--- config.mk ---
export PLATFORM = sky130hd
export DESIGN_NAME = sif_status_flags
export DESIGN_NICKNAME = d
export VERILOG_FILES = /design/src/rtl/sif_status_flags.sv
export SDC_FILE = /design/constraint.sdc
export NUM_CORES = 1
export LEC_CHECK = 0
export ABC_AREA = 0
export BUFFER_PORTS_ARGS = -buffer_cell sky130_fd_sc_hd__buf_2
export CORE_ASPECT_RATIO = 0.5
export CORE_MARGIN = 2
export CORE_UTILIZATION = 37
export DETAILED_ROUTE_END_ITERATION = 6
export GPL_TIMING_DRIVEN = 0
export PLACE_DENSITY = 0.84
export SYNTH_ARGS = -nofsm -noshare
export SYNTH_HDL_FRONTEND = slang
export SYNTH_SLANG_ARGS = --single-unit
--- constraint.sdc ---
create_clock -name clk -period 0.85 [get_ports clk]
set_clock_uncertainty 0.05 [all_clocks]
set_input_delay 0 -clock clk [delete_from_list [all_inputs] [get_ports clk]]
set_output_delay 0 -clock clk [all_outputs]
set_load 0.005 [all_outputs]
--- src/rtl/sif_status_flags.sv ---
module sif_status_flags (
  input  logic       clk,
  input  logic       rst_n,
  input  logic       mode_bus,
  input  logic       master,
  input  logic       xmit,
  input  logic       ack_chk_en,
  input  logic [6:0] own_addr,
  input  logic       ev_tx_load,
  input  logic       ev_trs_set,
  input  logic       ev_start_gen,
  input  logic       ev_slv_rx_to_tx,
  input  logic       ev_ninth_clk,
  input  logic       ev_tx_last_bit,
  input  logic       ev_rx_xfer,
  input  logic       ev_rx_last_bit,
  input  logic       ev_ack_sample,
  input  logic       ack_bit,
  input  logic       scl_rise,
  input  logic       sda_drv,
  input  logic       sda_pin,
  input  logic       ev_start_det,
  input  logic       ev_stop_det,
  input  logic       addr_vld,
  input  logic [7:0] addr_frame,
  input  logic       cpu_sts_rd,
  input  logic       cpu_sts_wr,
  input  logic [7:0] cpu_wdata,
  input  logic       cpu_tx_wr,
  input  logic       cpu_rx_rd,
  input  logic [7:0] irq_en,
  output logic [7:0] status,
  output logic       irq
);

  localparam int TDRE = 0, TEND = 1, RXF = 2, NACK = 3, STP = 4, ALO = 5, AMT = 6, GCL = 7;

  logic [7:0] flag_q, armed_q, set_ev, hw_clr, sw_clr, clr_all;
  logic       frame_seen_q;

  wire slave_rx = mode_bus & ~master & ~xmit;

  assign set_ev[TDRE] = ev_tx_load | ev_trs_set | ev_start_gen | ev_slv_rx_to_tx;
  assign set_ev[TEND] = mode_bus ? (ev_ninth_clk & flag_q[TDRE]) : ev_tx_last_bit;
  assign set_ev[RXF]  = ev_rx_xfer;
  assign set_ev[NACK] = mode_bus & xmit & ack_chk_en & ev_ack_sample & ack_bit;
  assign set_ev[STP]  = mode_bus & ev_stop_det & frame_seen_q;
  assign set_ev[ALO]  = mode_bus
                        ? (master & ((xmit & scl_rise & (sda_drv ^ sda_pin)) | (ev_start_det & sda_pin)))
                        : (ev_rx_last_bit & flag_q[RXF]);
  assign set_ev[AMT]  = slave_rx & addr_vld & (addr_frame[7:1] == own_addr);
  assign set_ev[GCL]  = mode_bus & ~master & addr_vld & (addr_frame == 8'h00);

  assign hw_clr  = {5'b0, cpu_rx_rd, cpu_tx_wr, cpu_tx_wr};
  assign sw_clr  = {8{cpu_sts_wr}} & armed_q & ~cpu_wdata;
  assign clr_all = hw_clr | sw_clr;

  always_ff @(posedge clk or negedge rst_n) begin
    if (!rst_n) begin
      flag_q       <= '0;
      armed_q      <= '0;
      frame_seen_q <= 1'b0;
    end else begin
      flag_q  <= set_ev | (flag_q & ~clr_all);
      armed_q <= ~set_ev & ~clr_all & (armed_q | ({8{cpu_sts_rd}} & flag_q));
      if (ev_start_det || ev_stop_det)
        frame_seen_q <= 1'b0;
      else if (mode_bus && ev_ninth_clk)
        frame_seen_q <= 1'b1;
    end
  end

  assign status = flag_q;
  assign irq    = |(flag_q & irq_en);

  p_rx_full_r4: assert property (@(posedge clk) disable iff (!rst_n)
    ev_rx_xfer |=> status[RXF]);

  p_tend_src_r3: assert property (@(posedge clk) disable iff (!rst_n)
    $rose(status[TEND]) |-> $past(mode_bus ? (ev_ninth_clk && status[TDRE]) : ev_tx_last_bit));

  p_ovr_r6: assert property (@(posedge clk) disable iff (!rst_n)
    (!mode_bus && ev_rx_last_bit && status[RXF]) |=> status[ALO]);

  p_nack_gated_r8: assert property (@(posedge clk) disable iff (!rst_n)
    $rose(status[NACK]) |-> $past(ack_chk_en && mode_bus));

  p_stop_clr_r10: assert property (@(posedge clk) disable iff (!rst_n)
    $fell(status[STP]) |-> $past(cpu_sts_wr && !cpu_wdata[STP]));

  p_set_wins_r11: assert property (@(posedge clk) disable iff (!rst_n)
    (ev_trs_set && cpu_tx_wr) |=> status[TDRE]);

  p_irq_quiet_r12: assert property (@(posedge clk) disable iff (!rst_n)
    (status == 8'h00) |-> !irq);

endmodule

==> impl_metrics.py <==
metrics = {
    "yosys": {
        "ys.flop_type": "dfrtp_1",
        "yosys-top-cells-area": "dfrtp_1, nand3b_1, a22oi_1",
        "synth_area_sq_um": 968.4,
        "ys_async_sr_fraction_pct": 100.0,
        "yosysWarnings": 0,
        "synth.distinct_cells": 33,
        "synth_most_common_cell": "dfrtp_1",
        "synthesis.nets": 157,
        "synth_top_area_share_pct": 43.93,
        "synth_area_per_cell_sq_um": 9.684,
        "netlist_instances": 100,
        "synth_edf_count": 0,
        "yosysTopAreaCell": "dfrtp_1",
        "ys_top_cells_by_count": "dfrtp_1, nand3b_1, nand2_1, o21ai_0",
        "synth_seq_area_share_pct": 43.93,
        "synth_seq_cells": 17,
    },
    "detailed_routing": {
        "via_per_inst": 5.370,
        "postRouteWirelength_microns": 3304,
        "via_count": 1176,
        "drc_errors": 0,
        "first_pass_iters": 4,
        "wl_per_cell_microns": 15.09,
        "ant_nets": 0,
        "drtIter0Drc": 64,
    },
    "final_layout": {
        "syn2layout_area_growth_pct": 67.44,
        "layout-drive-gt1-share_pct": 52.75,
        "nFillCells": 202,
        "design_area_sq_mm": 0.001622,
        "antenna_cells": 0,
        "nets": 240,
        "regArea_sq_um": 425.4,
        "multi_input_area_sq_um": 568.0,
        "fin_cells": 219,
    },
    "timing": {
        "timing.final.max_slew_violations": 0,
        "setup_viol": 23,
        "worst_slack_ns": -0.3139,
        "hold_ws_ns": -0.02603,
        "hold_viol": 1,
        "layout_min_cycle_time_ns": 1.164,
        "rsz0062_at_grt": "true",
        "fmax_mhz": 859.2,
        "worst_pin_slew_ns": 0.5156,
        "post-route-period-util_pct": 136.9,
        "relSlewSlack_pct": 65.62,
    },
    "die": {
        "start_util_pct": 38.17,
        "die_h_microns": 40.18,
        "rows": 13,
        "die_area_sq_mm": 0.003067,
        "die_x_microns": 76.35,
        "ioPinCount": 66,
        "coreArea_sq_mm": 0.002537,
    },
    "worst_setup_path": {
        "critical_path_class": "register to output pin",
        "start_kind": "register",
        "critPathArrivalTime_ns": 1.11,
        "required_ns": 0.80,
        "end_kind": "output pin",
        "r2r_end": "status[1]",
        "r2r-start": "status[0]",
        "r2r_slack_ns": -0.22,
        "cp_max_fo": 2,
        "worst_r2r_path_depth": 4,
    },
    "clock_network": {
        "clkLatencyLatePin_ns": 0.25,
        "htree_levels": 1,
        "cts_tree": "built",
        "cts.path.max_buffers": 2,
        "cts_hold_buffers": 6,
        "root_buffer": "clkbuf_8",
        "clk_pin_slew_ns": 0.06,
        "cts.sinks": 17,
        "cts_buffers": 3,
    },
    "min_path": {
        "hold_start": "ev_slv_rx_to_tx",
        "whs_endpoint": "armed_q[0]",
        "min_path_cells": 3,
        "min_path_type": "primary input to register",
    },
    "global_route": {
        "antenna_found_initial": 0,
        "gr-usage-all-layers_pct": 20.08,
        "grt-ovfl-total": 0,
        "grt_pass1_vias": 1088,
        "grt_pass1_wl_microns": 4712,
        "grt_max_degree": 18,
    },
    "job": {
        "max_cap_violations": 0,
    },
    "placed_design": {
        "place_congestion": 0.7532,
        "port_buffers": 63,
        "place_area_sq_mm": 0.001330,
        "dpl_worst_slack_ns": -0.1508,
        "dpl.hpwl_microns": 2267,
        "placed_cells": 200,
    },
    "outcome": {
        "violations": "negative hold slack, negative setup slack",
        "outcome": "complete, but fails checks",
    },
    "power": {
        "p_leak_nw": 0.7896,
        "max-vdd-ir-drop_mv": 0.7981,
        "design_power_total_w": 0.002518,
        "powerDensity_mw_per_mm2": 1553,
    },
}
## per-layer routing
metal	vias to the layer above	part of all wire (%)	wire length, microns	GRT usage, %
li1	543	-	-	-
met1	563	39	1294	23.39
met2	62	52	1731	39.82
met3	8	6.4	210	4.279
met4	0	2.0	67	5.909
met5	-	0	0	0
## registers in the layout (all words and copies together) (netlist names)
signal,cells
armed_q,8
frame_seen_q,1
status,8
## critical path, cell delays in order (launching register included)
cell     delay (ns)
dfrtp_1        0.40
a22oi_1        0.22
nand4_1        0.11
buf_2          0.14
## cell families (layout without fill, tap and decap cells)
logic type / Yosys count / in the layout / synth area share (%)
AOI/OAI and AO/OA: 30 / 30 / 21.32
xor gates and xnor gates: 8 / 8 / 7.235
buffers and inverters: 9 / 91 / 3.746
DFF: 17 / 17 / 43.93
and+or+nand+nor: 36 / 36 / 23.77
## cell usage in the layout, fill, tap and decap left out, types with 2 or more instances in the layout
cell type	count
buf_2	60
dlygate4sd3_1	6
o21ai_0	5
clkbuf_8	3
nor4_1	4
a21oi_2	2
a22o_1	2
and3b_1	2
a31o_2	2
nand2_1	6
o21ai_2	2
nand3b_1	10
a21oi_1	2
dfrtp_1	17
buf_6	12
clkbuf_1	2
buf_4	2
nor2_1	3
a22oi_1	3
xnor2_1	3
xor2_1	5
inv_1	5
a22oi_2	3
## timing repair
| action | in CTS | in global routing |
|---|---|---|
| endpoints found under the setup margin | 21 | 24 |
| buffers inserted | 8 | 3 |
| pin swaps | 7 | 1 |
| gates resized for setup | 20 | 10 |
| hold endpoints to repair | 24 | 1 |
## power breakdown
group | total (W) | leakage, nW | internal [W] | switching, W
Clock | 0.000595 | 0.0228 | 0.000332 | 0.000262
Sequential | 0.00106 | 0.215 | 0.000944 | 0.000117
Combinational | 0.000861 | 0.552 | 0.000514 | 0.000347
Total | 0.00252 | 0.790 | 0.00179 | 0.000727
## stage by stage
| step | utilization, % | TNS, ns |
|---|---|---|
| floorplan | - | -0.2616 |
| global placement | 52.42 | -0.8246 |
| detailed placement | 52.42 | -1.197 |
| global route | 63.91 | -3.636 |
| finish | 63.91 | -3.017 |
| CTS | 62.08 | -2.511 |
## how the worst max path moves through the flow
stage               startpoint  cells after the start         to  slack, ns
detailed placement  ev_trs_set                      3  status[0]      -0.15
global placement    ev_trs_set                      3  status[0]      -0.14
CTS                  status[3]                      3        irq      -0.28
global route         status[4]                      3        irq      -0.40
finish               status[0]                      3        irq      -0.31
floorplan            status[0]                      3  status[1]      -0.08
## cell type report
class | instances | share of cell area, %
plain buffers | 3 | 0.8488
clock buffers | 4 | 2.778
inverters | 6 | 1.389
multi-input cells | 74 | 35.03
flip-flops and latches | 17 | 26.23
well taps | 37 | 2.855
repair buffers | 78 | 30.86
(Power assumes the default switching activity.)
